$ cat config.mk
export PLATFORM = sky130hd
export DESIGN_NAME = cookie_xlate
export DESIGN_NICKNAME = d
export VERILOG_FILES = /design/src/rtl/ckx_pkg.sv /design/src/rtl/ckx_cookie_split.sv /design/src/rtl/ckx_page_base.sv /design/src/rtl/ckx_ctrl.sv /design/src/rtl/cookie_xlate.sv
export SDC_FILE = /design/constraint.sdc
export NUM_CORES = 1
export LEC_CHECK = 0
export ABC_CLOCK_PERIOD_IN_PS = 2400
export CORE_MARGIN = 8
export CORE_UTILIZATION = 49
export DETAILED_ROUTE_END_ITERATION = 6
export DONT_BUFFER_PORTS = 1
export MAX_ROUTING_LAYER = met4
export PLACE_DENSITY = 0.65
export SLEW_MARGIN = 20
export SYNTH_ARGS = -nofsm -noshare
export SYNTH_HDL_FRONTEND = slang
export SYNTH_SLANG_ARGS = --single-unit
$ cat constraint.sdc
create_clock -name clk -period 2.4 [get_ports clk]
set_clock_uncertainty 0.15 [all_clocks]
set_input_delay 0.36 -clock clk [delete_from_list [all_inputs] [get_ports clk]]
set_output_delay 0.36 -clock clk [all_outputs]
set_load 0.01 [all_outputs]
$ cat src/rtl/ckx_pkg.sv
package ckx_pkg;

    typedef enum logic [2:0] {
        ST_IDLE       = 3'd0,
        ST_TBL_FETCH  = 3'd1,
        ST_TBL_EVAL   = 3'd2,
        ST_HOST_ISSUE = 3'd3,
        ST_HOST_WAIT  = 3'd4,
        ST_RESP       = 3'd5
    } ckx_state_e;

endpackage

$ cat src/rtl/ckx_cookie_split.sv
module ckx_cookie_split #(
    parameter int COOKIE_W = 20,
    parameter int SLOT_W   = 9,
    parameter int TBL_AW   = 10,
    parameter bit ALIGNED  = 1'b1,
    parameter int DEPTH    = 2048
) (
    input  logic [COOKIE_W-1:0] cookie,
    output logic [SLOT_W-1:0]   slot,
    output logic [TBL_AW-1:0]   word_addr,
    output logic                half_sel,
    output logic                in_range
);
    localparam int IDX_W = COOKIE_W - SLOT_W;

    logic [IDX_W-1:0] idx;

    assign slot     = cookie[SLOT_W-1:0];
    assign idx      = cookie[COOKIE_W-1:SLOT_W];
    assign in_range = (32'(idx) < 32'(DEPTH));

    generate
        if (ALIGNED) begin : g_aligned
            // two 4-byte entries share one 64-bit table word
            assign word_addr = cookie[SLOT_W+1 +: TBL_AW];
            assign half_sel  = cookie[SLOT_W];
        end else begin : g_unaligned
            assign word_addr = cookie[SLOT_W +: TBL_AW];
            assign half_sel  = 1'b0;
        end
    endgenerate

endmodule

$ cat src/rtl/ckx_page_base.sv
module ckx_page_base #(
    parameter int ADDR_W     = 64,
    parameter int PAGE_SHIFT = 12,
    parameter bit ALIGNED    = 1'b1
) (
    input  logic [ADDR_W-1:0] tbl_word,
    input  logic              half_sel,
    output logic [ADDR_W-1:0] page_base,
    output logic              entry_zero
);
    localparam int HALF_W = ADDR_W / 2;

    generate
        if (ALIGNED) begin : g_aligned
            logic [HALF_W-1:0] entry;
            assign entry      = half_sel ? tbl_word[ADDR_W-1:HALF_W] : tbl_word[HALF_W-1:0];
            assign page_base  = ADDR_W'(entry) << PAGE_SHIFT;
            assign entry_zero = (entry == '0);
        end else begin : g_unaligned
            logic unused_half;
            assign unused_half = half_sel;
            assign page_base   = tbl_word;
            assign entry_zero  = (tbl_word == '0);
        end
    endgenerate

endmodule

$ cat src/rtl/ckx_ctrl.sv
module ckx_ctrl
    import ckx_pkg::*;
(
    input  logic       clk,
    input  logic       rst,
    input  logic       req_valid,
    input  logic       in_range,
    input  logic       entry_zero,
    input  logic       hm_rd_valid,
    input  logic       rsp_ready,
    output ckx_state_e state,
    output logic       req_ready,
    output logic       tm_rd_en,
    output logic       hm_rd_en,
    output logic       rsp_valid,
    output logic       load_cookie,
    output logic       load_addr,
    output logic       load_data,
    output logic       flag_err
);
    ckx_state_e state_nxt;

    // state register
    always_ff @(posedge clk) begin
        if (rst) begin
            state <= ST_IDLE;
        end else begin
            state <= state_nxt;
        end
    end

    // transitions
    always_comb begin
        state_nxt = state;
        unique case (state)
            ST_IDLE:       if (req_valid) state_nxt = in_range ? ST_TBL_FETCH : ST_RESP;
            ST_TBL_FETCH:  state_nxt = ST_TBL_EVAL;
            ST_TBL_EVAL:   state_nxt = entry_zero ? ST_RESP : ST_HOST_ISSUE;
            ST_HOST_ISSUE: state_nxt = ST_HOST_WAIT;
            ST_HOST_WAIT:  if (hm_rd_valid) state_nxt = ST_RESP;
            ST_RESP:       if (rsp_ready) state_nxt = ST_IDLE;
            default:       state_nxt = ST_IDLE;
        endcase
    end

    // outputs
    always_comb begin
        req_ready   = 1'b0;
        tm_rd_en    = 1'b0;
        hm_rd_en    = 1'b0;
        rsp_valid   = 1'b0;
        load_cookie = 1'b0;
        load_addr   = 1'b0;
        load_data   = 1'b0;
        flag_err    = 1'b0;
        unique case (state)
            ST_IDLE: begin
                req_ready   = 1'b1;
                load_cookie = req_valid;
                flag_err    = req_valid && !in_range;
            end
            ST_TBL_FETCH:  tm_rd_en = 1'b1;
            ST_TBL_EVAL: begin
                load_addr = !entry_zero;
                flag_err  = entry_zero;
            end
            ST_HOST_ISSUE: hm_rd_en = 1'b1;
            ST_HOST_WAIT:  load_data = hm_rd_valid;
            ST_RESP:       rsp_valid = 1'b1;
            default: ;
        endcase
    end

endmodule

$ cat src/rtl/cookie_xlate.sv
module cookie_xlate
    import ckx_pkg::*;
#(
    parameter int COOKIE_W   = 20,
    parameter int SLOT_W     = 9,
    parameter int ADDR_W     = 64,
    parameter int TBL_BYTES  = 8192,
    parameter bit ALIGNED    = 1'b1,
    parameter int PAGE_SHIFT = 12,
    localparam int TBL_AW    = $clog2(TBL_BYTES / 8)
) (
    input  logic                clk,
    input  logic                rst,
    input  logic                req_valid,
    output logic                req_ready,
    input  logic [COOKIE_W-1:0] req_cookie,
    output logic                rsp_valid,
    input  logic                rsp_ready,
    output logic [ADDR_W-1:0]   rsp_data,
    output logic                rsp_err,
    output logic                tm_rd_en,
    output logic [TBL_AW-1:0]   tm_rd_addr,
    input  logic [ADDR_W-1:0]   tm_rd_data,
    output logic                hm_rd_en,
    output logic [ADDR_W-1:0]   hm_rd_addr,
    input  logic                hm_rd_valid,
    input  logic [ADDR_W-1:0]   hm_rd_data
);
    localparam int ENTRY_BYTES = ALIGNED ? 4 : 8;
    localparam int DEPTH       = TBL_BYTES / ENTRY_BYTES;
    localparam int SLOT_SHIFT  = 3;

    ckx_state_e          state;
    logic [COOKIE_W-1:0] cookie_q;
    logic [COOKIE_W-1:0] split_src;
    logic [SLOT_W-1:0]   slot;
    logic                half_sel;
    logic                in_range;
    logic [ADDR_W-1:0]   page_base;
    logic                entry_zero;
    logic [ADDR_W-1:0]   slot_addr;
    logic [ADDR_W-1:0]   addr_q;
    logic [ADDR_W-1:0]   data_q;
    logic                err_q;
    logic                load_cookie, load_addr, load_data, flag_err;

    // incoming cookie is decoded while idle, the held one afterwards
    assign split_src = (state == ST_IDLE) ? req_cookie : cookie_q;

    ckx_cookie_split #(
        .COOKIE_W (COOKIE_W),
        .SLOT_W   (SLOT_W),
        .TBL_AW   (TBL_AW),
        .ALIGNED  (ALIGNED),
        .DEPTH    (DEPTH)
    ) u_split (
        .cookie    (split_src),
        .slot      (slot),
        .word_addr (tm_rd_addr),
        .half_sel  (half_sel),
        .in_range  (in_range)
    );

    ckx_page_base #(
        .ADDR_W     (ADDR_W),
        .PAGE_SHIFT (PAGE_SHIFT),
        .ALIGNED    (ALIGNED)
    ) u_base (
        .tbl_word   (tm_rd_data),
        .half_sel   (half_sel),
        .page_base  (page_base),
        .entry_zero (entry_zero)
    );

    assign slot_addr = page_base + (ADDR_W'(slot) << SLOT_SHIFT);

    ckx_ctrl u_ctrl (
        .clk         (clk),
        .rst         (rst),
        .req_valid   (req_valid),
        .in_range    (in_range),
        .entry_zero  (entry_zero),
        .hm_rd_valid (hm_rd_valid),
        .rsp_ready   (rsp_ready),
        .state       (state),
        .req_ready   (req_ready),
        .tm_rd_en    (tm_rd_en),
        .hm_rd_en    (hm_rd_en),
        .rsp_valid   (rsp_valid),
        .load_cookie (load_cookie),
        .load_addr   (load_addr),
        .load_data   (load_data),
        .flag_err    (flag_err)
    );

    always_ff @(posedge clk) begin
        if (rst) begin
            cookie_q <= '0;
            addr_q   <= '0;
            data_q   <= '0;
            err_q    <= 1'b0;
        end else begin
            if (load_cookie) cookie_q <= req_cookie;
            if (load_addr)   addr_q   <= slot_addr;
            if (flag_err) begin
                data_q <= '0;
                err_q  <= 1'b1;
            end else if (load_data) begin
                data_q <= hm_rd_data;
                err_q  <= 1'b0;
            end
        end
    end

    assign hm_rd_addr = addr_q;
    assign rsp_data   = data_q;
    assign rsp_err    = err_q;

endmodule

==> out/qor.yml, run 1 <==
place:
  finalWeightedCongestion: 0.796
  dp_cells: 725
  port-buffer-count: 0
  dpl.hpwl_mm: 12.2
  place_area_mm2: 0.00584
power:
  leakagePower_nw: 2.26
  p_int_mw: 4.12
  power_frac_comb: 0.113
  switching_share: 0.248
  p_sw_mw: 1.36
  powerDensity_mw_per_mm2: 851
  finalPower_mw: 5.48
  clockPowerShare: 0.449
  p_seq_frac: 0.438
  vdd_drop_max_uv: 416
critical_path:
  path_delay_family: "multiplexers"
  path_buf_inv: 1
  rr_worst_depth: 6
  crit_type: "register to primary output"
  max_stage_delay_ns: 0.40
  crit_path_cell_trace: "nor3_4 -> buf_4 -> mux2_2"
  crit_path_start: "u_ctrl.state[2]$_SDFFE_PP0P_"
  worstReg2RegStart: "u_ctrl.state[2]$_SDFFE_PP0P_"
  worst-path-max-fanout: 13
  setup.worst_path.start_class: "register"
  critPathCapture: "tm_rd_addr[0]"
  crit_required_ns: 1.89
  reg2reg_to: "rsp_data[10]$_SDFFE_PP0P_"
  crit_path_end_kind: "primary output"
  path_depth: 3
  arrival_ns: 1.72
  r2r_slack_ns: 0.20
  cpMaxStageDelayCell: "mux2_2"
yosys:
  yosys_warnings: 0
  synth.avg_cell_area_um2: 9.47
  yosysTopAreaCell: "dfxtp_1"
  ys_ff_latch: 129
  synth_commonest_cells: "dfxtp_1 (129), nand2_1 (106), mux2i_1 (64), nor3_2 (51), nor3_1 (48)"
  synth_flop_cell: "dfxtp_1"
  yosysMostFrequentCell: "dfxtp_1"
  synthesis.area_mm2: 0.00581
  async_flop_share: 0
  synth_top_area_frac: 0.445
  synth.top_cells.by_area: "dfxtp_1 (44%), mux2i_1 (11%), nor3_2 (8.8%)"
  synth_edf_count: 0
  seq_area_frac_synth: 0.445
  syn_inst: 613
  synth_cell_types: 34
status:
  failed_checks: "hold timing"
  status: "complete, but fails checks"
grt:
  grt_pass1_wl_mm: 25.6
  grt_max_degree: 129
  first_global_vias: 4527
  grt_overflow: 0
  grt.total_usage: 0.209
  antenna_found_initial: 0
drt:
  vias: 4471
  drtPass1Iterations: 4
  antenna_left: 0
  drtIter0Drc: 333
  wl_mm: 16.4
  vias_per_cell: 5.91
  post_drt_wl_per_cell_um: 21.6
  drc: 0
sta:
  hold_ws_ns: -0.128
  fmax_mhz: 449
  rsz0062_at_grt: "no"
  slew-limit-headroom: 0.579
  finalCritPeriodShare: 0.929
  min_period_ns: 2.23
  finalMaxSlewViolations: 0
  setup_viol: 0
  tns_ns: 0
  hold_viol: 124
  worstMarginPinSlew_ns: 0.630
clocking:
  ctsLongestPathBuffers: 2
  cts_root_buffer: "clkbuf_16"
  ctsHtreeMaxLevel: 4
  cts_tree: "built"
  numCtsBuffers: 17
  hold_buffers: 2
  clock_sinks: 129
  cts.clk_slew.worst_paths_ns: 0.05
  cts_setup_buffers: 0
  clock_latency_ns: 0.41
layout:
  final_core_util: 0.559
  drive_above_1_share: 0.194
  final_cells: 757
  diodes: 0
  area.growth.synth_to_final_pct: 10.9
  fin_nets: 756
  fin_area_mm2: 0.00644
floorplanning:
  chipWidth_um: 125
  die_h_um: 125
  start_util: 0.504
  die_area_mm2: 0.0156
  row_count: 39
  io_pins: 296
  core_mm2: 0.0115
min_path:
  hold_class: "input pin to register"
  min_path_cells: 1
run:
  maxCapViolations: 0
power by group through the flow:
| stage | clock network [mW] | logic (mW) | registers (mW) |
|---|---|---|---|
| 2_1_floorplan | 0 | 0.560 | 2.40 |
| 3_3_place_gp | 0 | 0.600 | 2.44 |
| 3_5_place_dp | 0 | 0.619 | 2.45 |
| 4_1_cts | 2.51 | 0.624 | 2.40 |
| 5_1_grt | 2.61 | 0.700 | 2.41 |
| 6_report | 2.46 | 0.622 | 2.40 |
metal layers:
layer / up-vias / track usage / wire length (µm)
met5: - / - / 0
met4: 0 / 0.0752 / 226
met3: 21 / 0.0985 / 1910
met2: 222 / 0.347 / 8150
met1: 2092 / 0.213 / 6080
li1: 2136 / - / -
stage by stage:
stage | hold slack [ns] | setup slack, ns
after detailed placement | 0.293 | 0.189
after global placement | 0.285 | 0.246
final | -0.128 | 0.172
after global routing | -0.148 | 0.0200
after floorplan | 0.283 | 0.250
after CTS | -0.146 | 0.129
cell type report:
cell class | instances | area (µm²)
Clock buffer | 25 | 485
Sequential cell | 129 | 2580
Tap cell | 143 | 179
Inverter | 1 | 3.75
Multi-Input combinational cell | 429 | 2890
Clock inverter | 5 | 78.8
Timing Repair Buffer | 25 | 221
Fill cell | 1078 | 5080
how the worst min path moves through the flow:
| stage | start | endpoint | slack, ns |
|---|---|---|---|
| detailed placement | cookie_q[15]$_SDFFE_PP0P_ | cookie_q[15]$_SDFFE_PP0P_ | 0.29 |
| global placement | cookie_q[15]$_SDFFE_PP0P_ | cookie_q[15]$_SDFFE_PP0P_ | 0.28 |
| global route | rst | hm_rd_addr[15]$_SDFFE_PP0P_ | -0.15 |
| finish | rst | hm_rd_addr[15]$_SDFFE_PP0P_ | -0.13 |
| CTS | rst | cookie_q[13]$_SDFFE_PP0P_ | -0.15 |
| floorplan | cookie_q[0]$_SDFFE_PP0P_ | cookie_q[0]$_SDFFE_PP0P_ | 0.28 |
state kept, by name (all words and copies together), names as in the netlist:
signal,count
cookie_q,20
hm_rd_addr,41
rsp_data,64
rsp_err,1
u_ctrl.state,3
cell families (layout without fill, tap and decap cells):
| kind of cell | Yosys count | count (layout) | share of synthesized area |
|---|---|---|---|
| AO/OA/AOI/OAI | 82 | 82 | 0.0974 |
| buffers and inverters | 77 | 56 | 0.0778 |
| AND/OR/NAND/NOR | 248 | 248 | 0.245 |
| multiplexers | 76 | 76 | 0.135 |
| flip-flops | 129 | 129 | 0.445 |
| other | 1 | 23 | 0.000646 |
layout by cell type (no fill, tap or decap), drive strengths merged:
master         n
nor2           2
o21a           3
buf           23
a311oi        32
o31ai          1
o21ai          9
dlygate4sd3    2
nor3b          2
conb          23
and2           2
o211ai         2
nand4          4
bufinv         2
clkbuf        25
clkinv         3
and3b          1
nand3          9
inv            1
nand2        107
a21oi         33
nor2b          3
dfxtp        129
mux2i         65
nor4          16
mux2          11
nor3         100
o211a          2
nand2b         2
worst reg2reg max path, stage by stage (launching register included):
cell,delay (ns)
dfxtp_1,0.33
nor3_4,0.30
mux2_4,0.38
nor3_1,0.34
o21a_4,0.23
buf_12,0.25
nor3_1,0.10
what timing repair did:
item | CTS | global route
endpoints found under the hold margin | 129 | 126
setup endpoints to repair | 0 | 21
gates resized for setup | 0 | 4
No activity file was read; power rests on OpenSTA's default activity.
==> inputs of run 2 (changes only) <==
--- a/config.mk
+++ b/config.mk
@@ -5,14 +5,13 @@
 export SDC_FILE = /design/constraint.sdc
 export NUM_CORES = 1
 export LEC_CHECK = 0
-export ABC_CLOCK_PERIOD_IN_PS = 2400
+export ABC_CLOCK_PERIOD_IN_PS = 2800
 export CORE_MARGIN = 8
 export CORE_UTILIZATION = 49
 export DETAILED_ROUTE_END_ITERATION = 6
 export DONT_BUFFER_PORTS = 1
 export MAX_ROUTING_LAYER = met4
 export PLACE_DENSITY = 0.65
-export SLEW_MARGIN = 20
 export SYNTH_ARGS = -nofsm -noshare
 export SYNTH_HDL_FRONTEND = slang
 export SYNTH_SLANG_ARGS = --single-unit
==> constraint.sdc (replaced) <==
create_clock -name clk -period 2.8 [get_ports clk]
set_clock_uncertainty 0.15 [all_clocks]
set_input_delay 0.42 -clock clk [delete_from_list [all_inputs] [get_ports clk]]
set_output_delay 0.42 -clock clk [all_outputs]
set_load 0.01 [all_outputs]
==> out/qor.yml, run 2 (synthesis results as in run 1) <==
critical_path:
  worst-path-max-fanout: 18
  arrival_ns: 2.86
  rr_worst_depth: 8
  crit_required_ns: 3.00
  crit_path_end_kind: "register"
  crit_top_cell: "nor3_4"
  crit_path_cell_trace: "nor3_4 -> buf_4 -> mux2i_4 -> buf_6 -> nor3_4 -> o21a_4 -> nor3_1 -> dlygate4sd3_1"
  max_stage_delay_ns: 0.57
  cpMaxStageDelayCell: "dlygate4sd3_1"
  crit_type: "register to register"
  setup.worst_path.start_class: "register"
floorplanning:
  core_mm2: 0.0115
  die_area_mm2: 0.0156
  die_h_um: 125
  start_util: 0.504
  io_pins: 296
  row_count: 39
  chipWidth_um: 125
grt:
  antenna_found_initial: 0
  first_global_vias: 4678
  use_met1: 0.216
  use_met3: 0.0989
  grt_pass1_wl_mm: 26.4
  grt.total_usage: 0.215
  grt-busiest-layer: "met2"
  gr-usage-met2: 0.358
  grt_overflow: 0
  grt_max_degree: 129
drt:
  vias_per_cell: 5.87
  wl_mm: 17.2
  drtPass1Iterations: 5
  antenna_left: 0
  drc: 0
  vias: 4699
  drtIter0Drc: 432
  post_drt_wl_per_cell_um: 21.4
sta:
  hold_viol: 14
  fmax_mhz: 376
  rsz0062_at_grt: "no"
  tns_ns: 0
  worstMarginPinSlew_ns: 0.773
  finalMaxSlewViolations: 0
  finalCritPeriodShare: 0.951
  setup_viol: 0
  slew-limit-headroom: 0.484
  min_period_ns: 2.66
  hold_ws_ns: -0.0626
  timing.final.ws_setup_ns: 0.138
power:
  p_int_mw: 3.66
  vdd_drop_max_uv: 403
  p_seq_frac: 0.423
  p_sw_mw: 1.20
  powerDensity_mw_per_mm2: 701
  switching_share: 0.247
  power_frac_comb: 0.119
  clockPowerShare: 0.458
  finalPower_mw: 4.87
  leakagePower_nw: 2.57
layout:
  fillers: 975
  fin_nets: 798
  area.growth.synth_to_final_pct: 19.6
  layout_common_cells: "dfxtp_1 (129), nand2_1 (105), mux2i_1 (64)"
  largest_reg_flops: 64
  multi_input_area_mm2: 0.00291
  diodes: 0
  seq_area_mm2: 0.00258
  drive_above_1_share: 0.190
  final_common_cell: "dfxtp_1"
clocking:
  cts.clk_slew.worst_paths_ns: 0.05
  cts_root_buffer: "clkbuf_16"
  ctsHtreeMaxLevel: 4
  cts_tree: "built"
  clock_latency_ns: 0.41
  hold_buffers: 45
  ctsLongestPathBuffers: 2
  numCtsBuffers: 17
  clock_sinks: 129
place:
  port-buffer-count: 0
  finalWeightedCongestion: 0.870
  dpl.hpwl_mm: 12.1
  place_ws_ns: 0.335
run:
  maxCapViolations: 0
min_path:
  min_path_cells: 1
  hold_class: "input pin to register"
status:
  failed_checks: "hold timing"
  status: "complete, but fails checks"
==> run 2: path summary, 6_finish.rpt <==
| path | slack, ns | start | to |
|---|---|---|---|
| worst min-delay path | -0.06 | rst | hm_rd_addr[14]$_SDFFE_PP0P_ |
| worst min register to register | 0.43 | rsp_data[63]$_SDFFE_PP0P_ | rsp_data[63]$_SDFFE_PP0P_ |
| worst max register to register | 0.14 | u_ctrl.state[0]$_SDFFE_PP0P_ | rsp_data[8]$_SDFFE_PP0P_ |
| worst max-delay path | 0.14 | u_ctrl.state[0]$_SDFFE_PP0P_ | rsp_data[8]$_SDFFE_PP0P_ |
==> run 2: layout make-up <==
| cell class | count | area share |
|---|---|---|
| multi-input cells | 430 | 0.419 |
| clock buffers | 22 | 0.0683 |
| repair buffers | 66 | 0.0953 |
| flip-flops and latches | 129 | 0.372 |
| clock inverters | 9 | 0.0187 |
| inverters | 1 | 0.000541 |
| well taps | 143 | 0.0258 |
==> run 2: through the flow <==
step	instances	util	cell area, µm²	hold slack, ns
final	800	0.603	6940	-0.0626
after global routing	800	0.603	6940	-0.0893
after CTS	793	0.596	6860	-0.0866
after detailed placement	717	0.504	5800	0.289
after global placement	717	0.504	5800	0.284
after floorplan	635	-	5890	0.283
==> run 2: per-layer routing <==
layer | vias to the layer above | part of all wire
met3 | 26 | 0.13
met2 | 270 | 0.51
met1 | 2192 | 0.35
met4 | 0 | 0.018
li1 | 2211 | -
met5 | - | 0
==> run 2: critical path, delay by kind of cell (launching register included) <==
| kind | cells | cell delay, ns |
|---|---|---|
| flip-flops | 1 | 0.41 |
| AO/OA/AOI/OAI | 1 | 0.28 |
| AND/OR/NAND/NOR | 3 | 0.56 |
| multiplexers | 1 | 0.25 |
| buffers and inverters | 3 | 0.95 |
==> run 2: power groups by stage <==
stage / Clock, mW / Sequential [mW] / Combinational, mW
2_1_floorplan: 0 / 2.06 / 0.480
3_3_place_gp: 0 / 2.10 / 0.502
3_5_place_dp: 0 / 2.10 / 0.515
4_1_cts: 2.27 / 2.06 / 0.557
5_1_grt: 2.35 / 2.07 / 0.645
6_report: 2.23 / 2.06 / 0.578
==> run 2: what timing repair did <==
| action | CTS | global route |
|---|---|---|
| resized for setup | 0 | 9 |
| setup endpoints to repair | 0 | 43 |
| hold endpoints to repair | 127 | 82 |
| buffers inserted | 0 | 6 |
==> inputs of run 3 (changes only) <==
--- a/config.mk
+++ b/config.mk
@@ -5,13 +5,14 @@
 export SDC_FILE = /design/constraint.sdc
 export NUM_CORES = 1
 export LEC_CHECK = 0
-export ABC_CLOCK_PERIOD_IN_PS = 2800
+export ABC_CLOCK_PERIOD_IN_PS = 2250
 export CORE_MARGIN = 8
 export CORE_UTILIZATION = 49
 export DETAILED_ROUTE_END_ITERATION = 6
 export DONT_BUFFER_PORTS = 1
+export HOLD_SLACK_MARGIN = 0.15
 export MAX_ROUTING_LAYER = met4
-export PLACE_DENSITY = 0.65
+export PLACE_DENSITY = 0.67
 export SYNTH_ARGS = -nofsm -noshare
 export SYNTH_HDL_FRONTEND = slang
 export SYNTH_SLANG_ARGS = --single-unit
==> constraint.sdc (replaced) <==
create_clock -name clk -period 2.25 [get_ports clk]
set_clock_uncertainty 0.15 [all_clocks]
set_input_delay 0.3375 -clock clk [delete_from_list [all_inputs] [get_ports clk]]
set_output_delay 0.3375 -clock clk [all_outputs]
set_load 0.01 [all_outputs]
==> out/qor.yml, run 3 (synthesis results as in run 1) <==
drt:
  wl_mm: 15.9
  antenna_left: 0
  vias_per_cell: 5.85
  drtIter0Drc: 298
  post_drt_wl_per_cell_um: 21.0
  vias: 4425
  drc: 0
  drtPass1Iterations: 5
sta:
  worstMarginPinSlew_ns: 0.691
  min_period_ns: 2.14
  rsz0062_at_grt: "yes"
  hold_viol: 94
  fmax_mhz: 467
  tns_ns: 0
  finalMaxSlewViolations: 0
  slew-limit-headroom: 0.538
  setup_viol: 0
  finalCritPeriodShare: 0.952
  hold_ws_ns: -0.147
critical_path:
  crit_path_end_kind: "primary output"
  crit_type: "register to primary output"
  r2r_slack_ns: 0.15
  arrival_ns: 1.65
  worstReg2RegStart: "u_ctrl.state[2]$_SDFFE_PP0P_"
  worst-path-max-fanout: 13
  setup.worst_path.start_class: "register"
  crit_path_start: "u_ctrl.state[2]$_SDFFE_PP0P_"
  crit_required_ns: 1.76
  rr_worst_depth: 6
  critPathCapture: "tm_rd_addr[4]"
  reg2reg_to: "rsp_data[0]$_SDFFE_PP0P_"
layout:
  diodes: 0
  final_common_cell: "dfxtp_1"
  largest_reg_flops: 64
  area.growth.synth_to_final_pct: 10.8
  multi_input_area_mm2: 0.00289
  drive_above_1_share: 0.189
  layout_common_cells: "dfxtp_1 (129), nand2_1 (106), mux2i_1 (64)"
  fillers: 1031
  fin_nets: 754
  seq_area_mm2: 0.00258
  final_core_util: 0.559
floorplanning:
  row_count: 39
  io_pins: 296
  chipWidth_um: 125
  start_util: 0.504
  core_mm2: 0.0115
  die_h_um: 125
  die_area_mm2: 0.0156
clocking:
  clock_sinks: 129
  hold_buffers: 3
  clock_latency_ns: 0.39
  cts_root_buffer: "clkbuf_16"
  numCtsBuffers: 17
  cts_tree: "built"
  cts_setup_buffers: 0
  cts.clk_slew.worst_paths_ns: 0.05
  ctsHtreeMaxLevel: 4
  ctsLongestPathBuffers: 2
power:
  powerDensity_mw_per_mm2: 890
  switching_share: 0.250
  p_int_mw: 4.30
  p_seq_frac: 0.447
  leakagePower_nw: 2.25
  finalPower_mw: 5.73
  p_sw_mw: 1.43
  clockPowerShare: 0.435
  vdd_drop_max_uv: 471
  power_frac_comb: 0.118
min_path:
  hold_class: "input pin to register"
grt:
  grt_max_degree: 129
  grt_overflow: 0
  antenna_found_initial: 0
  grt.total_usage: 0.200
  grt_pass1_wl_mm: 24.7
  first_global_vias: 4452
place:
  dpl.hpwl_mm: 11.8
  port-buffer-count: 0
  finalWeightedCongestion: 0.817
run:
  maxCapViolations: 0
status:
  failed_checks: "hold timing"
  status: "complete, but fails checks"
==> run 3: cell types whose count changed in the layout (fill, tap and decap cells not counted), moves of 2 or more <==
cell,before,now
o211a_1,0,2
bufinv_16,3,1
dlygate4sd3_1,45,3
clkbuf_1,2,6
o211a_2,2,0
nor3_2,50,52
nor3_4,3,1
==> run 3: critical path, stage by stage, from the launching register on <==
cell and delay, ns:
dfxtp_1 0.33, nor3_4 0.31, buf_6 0.23, mux2_2 0.39
==> run 3: through the flow <==
step                cells  setup slack (ns)  area (µm²)
CTS                   756            0.0229        6410
global route          756          0.000653        6430
floorplan             635            0.0997        5890
detailed placement    722             0.101        5840
global placement      722             0.134        5840
finish                756             0.108        6430
==> run 3: worst min-delay path by stage <==
stage	end	from	cells past startpoint	slack, ns
floorplan	cookie_q[0]$_SDFFE_PP0P_	cookie_q[0]$_SDFFE_PP0P_	2	0.28
global placement	cookie_q[18]$_SDFFE_PP0P_	rst	1	0.27
detailed placement	cookie_q[9]$_SDFFE_PP0P_	rst	1	0.28
CTS	cookie_q[15]$_SDFFE_PP0P_	rst	1	-0.16
global route	cookie_q[15]$_SDFFE_PP0P_	rst	1	-0.17
finish	cookie_q[15]$_SDFFE_PP0P_	rst	1	-0.15
==> run 3: metal layers <==
layer | wire length, µm | GRT usage
met1 | 5870 | 0.208
met2 | 7990 | 0.329
met3 | 1900 | 0.0920
met4 | 127 | 0.0716
met5 | 0 | -
==> run 3: power groups by stage <==
stage / registers (mW) / logic [mW] / clock network (mW)
global placement: 2.61 / 0.642 / 0
detailed placement: 2.61 / 0.663 / 0
floorplan: 2.56 / 0.597 / 0
CTS: 2.56 / 0.669 / 2.56
global route: 2.57 / 0.750 / 2.67
finish: 2.56 / 0.676 / 2.49
==> run 3: what timing repair did <==
item                                   CTS  global route
endpoints found under the hold margin  129           126
setup endpoints to repair                0           104
resized for setup                        0             4
==> run 3: final cells by class <==
| class | count | area share |
|---|---|---|
| clock buffer | 26 | 0.0760 |
| clock inverter | 5 | 0.00836 |
| inverter | 1 | 0.000583 |
| multi-input combinational | 429 | 0.450 |
| sequential | 129 | 0.401 |
| tap | 143 | 0.0278 |
| timing repair buffer | 23 | 0.0364 |
